[src/rtl/wp_pkg.sv]
// Package for the sector write protection unit: sizes and region codes.
// Assumes the liftable regions occupy the low bit positions and the
// freezing region sits directly above them.
package wp_pkg;
    localparam int REG_W     = 8;   // stored protection word width
    localparam int N_RGN     = 6;   // regions with a protection bit
    localparam int N_LIFT    = 5;   // regions whose protection can be lifted
    localparam int FRZ_BIT   = 5;   // region whose bit freezes the word
    localparam int RGN_IDX_W = 3;   // width of a region code

    typedef enum logic [RGN_IDX_W-1:0] {
        RGN_SEC0  = 3'd0,
        RGN_SEC1  = 3'd1,
        RGN_SEC2  = 3'd2,
        RGN_UPPER = 3'd3,
        RGN_EEMU  = 3'd4,
        RGN_TEST  = 3'd5
    } rgn_e;
endpackage

[src/rtl/wp_nv_store.sv]
// Non-volatile protection word model. Bits only move from 1 to 0, the
// power-up value is all ones, and reset does not touch the word. Assumes
// the write enable is not pre-gated; the freeze is applied here.
module wp_nv_store #(
    parameter int REG_W   = 8,
    parameter int FRZ_BIT = 5
) (
    input  logic             clk,
    input  logic             rst_n,
    input  logic             wr_en,
    input  logic [REG_W-1:0] wr_data,
    output logic [REG_W-1:0] nv_o,
    output logic             frozen_o
);
    logic [REG_W-1:0] nv_q = '1;

    // Freeze is active once the top region's bit has been programmed.
    assign frozen_o = ~nv_q[FRZ_BIT];
    assign nv_o     = nv_q;

    // Program zeros from the data byte unless the word is frozen.
    always_ff @(posedge clk) begin
        if (wr_en && !frozen_o) begin
            nv_q <= nv_q & wr_data;
        end
    end


    nv_no_rise_chk: assert property (@(posedge clk) disable iff (!rst_n)
        (nv_q & ~$past(nv_q)) == '0);


    nv_frozen_hold_chk: assert property (@(posedge clk) disable iff (!rst_n)
        (wr_en && frozen_o) |=> $stable(nv_q));
endmodule

[src/rtl/wp_unlock_shadow.sv]
// Volatile unlock flags for the liftable regions. A write loads the data
// bits (1 opens, 0 closes); a read of the protection word or a reset
// closes all of them. Assumes wr_en is already gated by the freeze.
module wp_unlock_shadow #(
    parameter int N_LIFT = 5
) (
    input  logic              clk,
    input  logic              rst_n,
    input  logic              wr_en,
    input  logic [N_LIFT-1:0] wr_data,
    input  logic              rd_clr,
    output logic [N_LIFT-1:0] sh_o
);
    logic [N_LIFT-1:0] sh_q;

    // Reset and reads close the unlocks; writes load them.
    always_ff @(posedge clk) begin
        if (!rst_n) begin
            sh_q <= '0;
        end else if (rd_clr) begin
            sh_q <= '0;
        end else if (wr_en) begin
            sh_q <= wr_data;
        end
    end

    assign sh_o = sh_q;


    sh_rd_clear_chk: assert property (@(posedge clk) disable iff (!rst_n)
        rd_clr |=> (sh_q == '0));
endmodule

[src/rtl/wp_access_gate.sv]
// Per-region allow decode plus the request gate. Liftable regions are
// allowed by the stored bit, the unlock or the bypass; other regions only
// by the stored bit. Codes outside the region range are always refused.
module wp_access_gate #(
    parameter int N_RGN     = 6,
    parameter int N_LIFT    = 5,
    parameter int RGN_IDX_W = 3
) (
    input  logic                 clk,
    input  logic                 rst_n,
    input  logic [N_RGN-1:0]     nv_bits,
    input  logic [N_LIFT-1:0]    sh_bits,
    input  logic                 bypass,
    input  logic                 req,
    input  logic [RGN_IDX_W-1:0] rgn,
    output logic [N_RGN-1:0]     allow_o,
    output logic                 grant_o,
    output logic                 err_o
);
    localparam int CODES = 1 << RGN_IDX_W;

    logic [CODES-1:0] allow_pad;
    logic             err_q;

    // Build the allow bit of each region from its own inputs.
    for (genvar i = 0; i < N_RGN; i++) begin : g_rgn
        if (i < N_LIFT) begin : g_lift
            assign allow_o[i] = nv_bits[i] | sh_bits[i] | bypass;
        end else begin : g_fixed
            assign allow_o[i] = nv_bits[i];
        end
    end

    // Unused codes map to zero so they are never granted.
    assign allow_pad = {{(CODES-N_RGN){1'b0}}, allow_o};
    assign grant_o   = req & allow_pad[rgn];

    // Register the refusal flag for a one-cycle pulse.
    always_ff @(posedge clk) begin
        if (!rst_n) begin
            err_q <= 1'b0;
        end else begin
            err_q <= req & ~grant_o;
        end
    end

    assign err_o = err_q;


    gate_deny_err_chk: assert property (@(posedge clk) disable iff (!rst_n)
        (req && !grant_o) |=> err_o);


    gate_bad_rgn_chk: assert property (@(posedge clk) disable iff (!rst_n)
        (req && (int'(rgn) >= N_RGN)) |-> !grant_o);


    gate_bypass_chk: assert property (@(posedge clk) disable iff (!rst_n)
        (req && bypass && (int'(rgn) < N_LIFT)) |-> grant_o);
endmodule

[src/rtl/sector_wprot.sv]
// Sector write protection unit top. Ties the stored word, the unlock
// flags and the request gate together. Protection writes are dropped
// entirely when the word is frozen. Assumes one command per cycle from
// the configuration side.
module sector_wprot
    import wp_pkg::*;
(
    input  logic                 clk,
    input  logic                 rst_n,
    input  logic                 bypass_i,
    input  logic                 cfg_wr_i,
    input  logic [REG_W-1:0]     cfg_wdata_i,
    input  logic                 cfg_rd_i,
    output logic [REG_W-1:0]     cfg_rdata_o,
    input  logic                 mem_wr_req_i,
    input  logic [RGN_IDX_W-1:0] mem_wr_rgn_i,
    output logic                 mem_wr_grant_o,
    output logic                 mem_wr_err_o,
    output logic [N_RGN-1:0]     rgn_allow_o
);
    logic [REG_W-1:0]  nv_word;
    logic [N_LIFT-1:0] sh_bits;
    logic              frozen;
    logic              sh_wr;

    // Unlock flags follow writes only while the word is not frozen.
    assign sh_wr       = cfg_wr_i & ~frozen;
    assign cfg_rdata_o = nv_word;

    wp_nv_store #(
        .REG_W   (REG_W),
        .FRZ_BIT (FRZ_BIT)
    ) u_nv (
        .clk      (clk),
        .rst_n    (rst_n),
        .wr_en    (cfg_wr_i),
        .wr_data  (cfg_wdata_i),
        .nv_o     (nv_word),
        .frozen_o (frozen)
    );

    wp_unlock_shadow #(
        .N_LIFT (N_LIFT)
    ) u_sh (
        .clk     (clk),
        .rst_n   (rst_n),
        .wr_en   (sh_wr),
        .wr_data (cfg_wdata_i[N_LIFT-1:0]),
        .rd_clr  (cfg_rd_i),
        .sh_o    (sh_bits)
    );

    wp_access_gate #(
        .N_RGN     (N_RGN),
        .N_LIFT    (N_LIFT),
        .RGN_IDX_W (RGN_IDX_W)
    ) u_gate (
        .clk     (clk),
        .rst_n   (rst_n),
        .nv_bits (nv_word[N_RGN-1:0]),
        .sh_bits (sh_bits),
        .bypass  (bypass_i),
        .req     (mem_wr_req_i),
        .rgn     (mem_wr_rgn_i),
        .allow_o (rgn_allow_o),
        .grant_o (mem_wr_grant_o),
        .err_o   (mem_wr_err_o)
    );


    top_frz_rgn_chk: assert property (@(posedge clk) disable iff (!rst_n)
        (mem_wr_req_i && (int'(mem_wr_rgn_i) == FRZ_BIT) && !cfg_rdata_o[FRZ_BIT])
        |-> !mem_wr_grant_o);


    top_reset_keeps_word_chk: assert property (@(posedge clk) disable iff (!rst_n)
        $rose(rst_n) |-> $stable(cfg_rdata_o));
endmodule

[config.mk]
export PLATFORM = sky130hd
export DESIGN_NAME = sector_wprot
export DESIGN_NICKNAME = d
export VERILOG_FILES = /design/src/rtl/wp_pkg.sv /design/src/rtl/wp_nv_store.sv /design/src/rtl/wp_unlock_shadow.sv /design/src/rtl/wp_access_gate.sv /design/src/rtl/sector_wprot.sv
export SDC_FILE = /design/constraint.sdc
export NUM_CORES = 1
export LEC_CHECK = 0
export BUFFER_PORTS_ARGS = -buffer_cell sky130_fd_sc_hd__buf_4
export CORE_ASPECT_RATIO = 0.9
export CORE_MARGIN = 2
export CORE_UTILIZATION = 38
export CTS_BUF_LIST = sky130_fd_sc_hd__clkbuf_16
export DETAILED_ROUTE_END_ITERATION = 7
export PLACE_DENSITY_LB_ADDON = 0.15
export SETUP_SLACK_MARGIN = 0.02
export SYNTH_ARGS = -nofsm -noshare
export SYNTH_HDL_FRONTEND = slang
export SYNTH_SLANG_ARGS = --single-unit
[constraint.sdc]
create_clock -name clk -period 1.1 [get_ports clk]
set_input_delay 0.055 -clock clk [delete_from_list [all_inputs] [get_ports clk]]
set_output_delay 0.055 -clock clk [all_outputs]
set_load 0.03 [all_outputs]
Word level (Yosys, flattened, before mapping) --
Cells that the tools add are included.
Word-level totals: output and inout port bits 16, bits of input ports 17, word-level logic and storage cells 24, bits in registers 14
Cells by class: reductions and logical operators 2, multiplexer cells 2, magnitude comparators 1, bitwise logic cells 16
Operator list (number):
- $or 1x1->1 | 10
- $and 8x8->8 | 1
- $lt 3x4->1 const B | 1
- $and 1x1->1 | 3
- $bmux 1 s3 | 1
- $not 1->1 | 2
- $reduce_or 2->1 | 1
- $logic_and 1x1->1 | 1
- $mux 1 | 1

Longest topological paths before layout --
depth after elaboration 7, depth in mapped cells 5

Cells and area by module --
From an unflattened synthesis, not the netlist that was laid out.
Unflattened totals: cell total of the unflattened synthesis 55, area, all modules 641.9 µm²
Modules (own cells, without submodules):
- wp_nv_store | sequential area each 240.2 µm², cells an instance 18, area an instance 300.3 µm², times used 1
- wp_unlock_shadow | sequential area each 100.1 µm², cells an instance 17, area an instance 186.4 µm², times used 1
- wp_access_gate | sequential area each 20.0 µm², cells an instance 19, area an instance 141.4 µm², times used 1
- sector_wprot | sequential area each 0.0 µm², cells an instance 1, area an instance 13.8 µm², times used 1

Least setup slack after synthesis --
Ideal clock, no wire load.
path kind register to output, start point register u_nv.nv_q[3] (netlist: u_nv.nv_o[3]), end point output port mem_wr_grant_o, data required time 1.045 ns, buffers on the path 0, setup slack -0.798 ns, cell stages (with the launch flop) 6, arrival time 1.843 ns, cell sequence edfxtp_1 nor3_1 inv_1 a32oi_1 and2_1 a21boi_0
On the way: longest elaborated chain between the ends 5
RTL lines:
- start, declared | line wp_nv_store.sv:15 | logic [REG_W-1:0] nv_q = '1;
- start signal, assigned | line wp_nv_store.sv:24 | nv_q <= nv_q & wr_data;
- $or 1x1->1 (2 in a row) | line wp_access_gate.sv:28 | assign allow_o[i] = nv_bits[i] | sh_bits[i] | bypass;
- via rgn_allow_o[3] | line sector_wprot.sv:19 | output logic [N_RGN-1:0] rgn_allow_o
- $bmux 1 s3 | line wp_access_gate.sv:36 | assign grant_o = req & allow_pad[rgn];
- $mux 1 (implied by the code) | line wp_access_gate.sv:36
- $and 1x1->1 | line wp_access_gate.sv:36
- end, declared | line sector_wprot.sv:17 | output logic mem_wr_grant_o,
The timed path passes the listed nets, and every way through them passes these cells. The select of a mux whose other input is x is not followed.

Worst setup path after layout --
start point register u_nv.nv_q[4] (netlist: u_nv.nv_o[4]), end point output port mem_wr_grant_o
On the way: longest elaborated chain between the ends 5
RTL lines (line):
- $or 1x1->1 (2 in a row) | wp_access_gate.sv:28
- $bmux 1 s3 | wp_access_gate.sv:36
- $mux 1 (implied by the code) | wp_access_gate.sv:36
- $and 1x1->1 | wp_access_gate.sv:36
Every way passes these cells. The select of a mux whose other input is x is not followed.

==> results_dict.tcl <==
set metrics [dict create \
    grt_pass1_vias 659 \
    worstSkewPairLatency_ns 0.24 \
    final_net_count 127 \
    hold_class "primary input to register" \
    yosysWarnings 0 \
    setup_viol 9 \
    power_mw 1.54 \
    synth_fa_ha_area_share_pct 0 \
    port_buffers 32 \
    grt-ovfl-total 0 \
    cts-root-buf "clkbuf_16" \
    worstSetupEndpointType "output pin" \
    track_usage_pct 20.3 \
    cts_made_buffers 3 \
    cts_tree "built" \
    ant_nets 0 \
    cts_sinks 14 \
    rsz0062_at_grt "yes" \
    initialDrtViolationCount 9 \
    failed_checks "setup timing" \
    cp_slowest_stage_delay_ns 0.40 \
    slew_headroom_pct 76.9 \
    cp_slowest_cell "edfxtp_1" \
    criticalPathCategory "register to output pin" \
    hold_violations 0 \
    startpoint_type "register" \
    yosys-top-cells-area "edfxtp_1 (39%), dfxtp_1 (19%), and2_1 (9.1%)" \
    drive_gt1_share_pct 60.6 \
    row_count 13 \
    outcome "finished with violations" \
    synth_area_leader_cell "edfxtp_1" \
    area_growth_pct 95.4 \
    cts_htree_levels 1 \
    tightest_slew_ns 0.346 \
    synth_xor_area_share_pct 0 \
    synth_sequential_area_ratio_pct 58.2 \
    grt_antenna_before_repair 0 \
    drc_errors 0 \
    avgSynthCellArea_um2 10.5 \
    totalWireLength_um 1970 \
    ir_drop_uv 1230 \
    synth_top_area_share_pct 38.8 \
    dpl.hpwl_um 1140 \
    clockBufferDepth 2 \
    layout_common_cells "buf_4 (31), buf_6 (16), nand2_1 (11)" \
    crit_chain "or3_4, a32oi_2, and2_4, a21boi_2, buf_6" \
    final_area_mm2 0.00121 \
    gp_congestion 0.787 \
    p_per_area_mw_per_mm2 1280 \
    final_common_cell "buf_4" \
    via_per_inst 4.97 \
    setup_slack_ns -0.472 \
    vias 651 \
    hold_buffers 0 \
    synth.ff_latch_count 14 \
    synth_mux_area_share_pct 0 \
    die_w_um 46.6 \
    io_pins 33 \
    syn_inst 59 \
    synth_simple_gate_area_share_pct 29.7 \
    synth.distinct_cells 20 \
    synth_compound_area_share_pct 9.09 \
    grt_max_degree 14 \
    period_minus_slack_ns 1.57 \
    syn_nets 76 \
    required_ns 1.04 \
    dieHeight_um 42.3 \
    antennaDiodeCount 0 \
    wl_per_cell_um 15.1 \
    placed_area_um2 968 \
    syn-cell-area_um2 619 \
    dieArea_mm2 0.00197 \
    start_util_pct 41.8 \
    fillCellCount 85 \
    report.final.slew_viol_count 0 \
    clk_pin_slew_ns 0.04 \
    synth_top_family_by_area "simple AND/OR/NAND/NOR gates" \
    grt_pass1_wl_um 2840 \
    arrival_ns 1.52 \
    fmax_mhz 636 \
    skew_ns 0.000612 \
    fin_crit_sh_pct 143 \
    drtPass1Iterations 4 \
    p_leak_nw 0.506 \
    core-area_mm2 0.00148 \
    crit_fanout 2 \
    maxCapViolCount 0 \
]
cells by family (layout without fill, tap and decap cells):
| group | count (synthesis) | in the layout |
|---|---|---|
| simple gates | 32 | 32 |
| buf+inv | 4 | 54 |
| compound gates | 9 | 9 |
| flops | 14 | 14 |
critical path: cells and delay by family (launching register included):
family                 cells  cell delay [ns]
buffers and inverters      1             0.14
AO/OA/AOI/OAI              2             0.21
flip-flops                 1             0.40
AND/OR/NAND/NOR            2             0.53
repair_timing:
action,4_1_cts,5_1_grt
setup endpoints to repair,7,10
pin swaps,2,6
setup buffers,2,6
resized for setup,12,15
Yosys cell counts:
| library cell | instances |
|---|---|
| and2_1 | 9 |
| a21oi_1 | 5 |
| edfxtp_1 | 8 |
| dfxtp_1 | 6 |
| a2111oi_0 | 1 |
| a32oi_1 | 1 |
| nand4b_1 | 1 |
| nor3b_1 | 1 |
| or3_2 | 2 |
| nand2_1 | 12 |
| nor4_1 | 1 |
| nor3_1 | 2 |
| a21boi_0 | 1 |
| nand2b_1 | 1 |
| inv_1 | 3 |
| and2b_2 | 1 |
| or3_4 | 1 |
| a31oi_1 | 1 |
| buf_4 | 1 |
| and4_1 | 1 |
registers in the layout, summed over array words and instances (netlist names):
| name | count |
|---|---|
| u_sh.sh_o | 5 |
| u_nv.nv_o | 8 |
| u_gate.err_o | 1 |
worst paths after layout:
check                 startpoint        endpoint  slack [ns]  depth (start not counted)
setup / recovery    u_nv.nv_o[4]  mem_wr_grant_o       -0.47                          5
hold / removal    cfg_wdata_i[4]    u_sh.sh_o[4]        0.07                          3
setup reg to reg    u_nv.nv_o[4]    u_gate.err_o       -0.20                          4
hold reg to reg     u_sh.sh_o[4]    u_sh.sh_o[4]        0.46                          2
final cells by class:
type,instances,area (µm²),share of cell area [%]
multi-input cells,41,317,26.2
clock buffers,3,75.1,6.20
flip-flops and latches,14,360,29.8
repair buffers,47,413,34.1
inverters,3,13.8,1.14
well taps,22,27.5,2.28
clock inverters,1,3.75,0.310
per-layer routing:
metal  global-route usage [%]  share of wire (%)
met1                     25.5                 41
met2                     32.5                 51
met3                     3.88                6.3
met4                     9.71                1.6
met5                        0                  0
through the flow:
stage	hold WS (ns)	std cells	worst slack, ns	utilization (%)	setup TNS (ns)
global placement	0.315	121	-0.219	65.4	-0.403
global route	0.0842	131	-0.532	81.7	-2.09
finish	0.0710	131	-0.472	81.7	-1.78
floorplan	0.198	59	-0.403	-	-1.23
CTS	0.0738	127	-0.446	74.7	-1.31
detailed placement	0.322	121	-0.220	65.4	-0.411
where the power goes:
part | leakage [nW] | internal [mW] | switching (mW)
combinational | 0.342 | 0.142 | 0.136
sequential | 0.125 | 0.571 | 0.00929
clock | 0.0385 | 0.480 | 0.206
(Power assumes the default switching activity.)
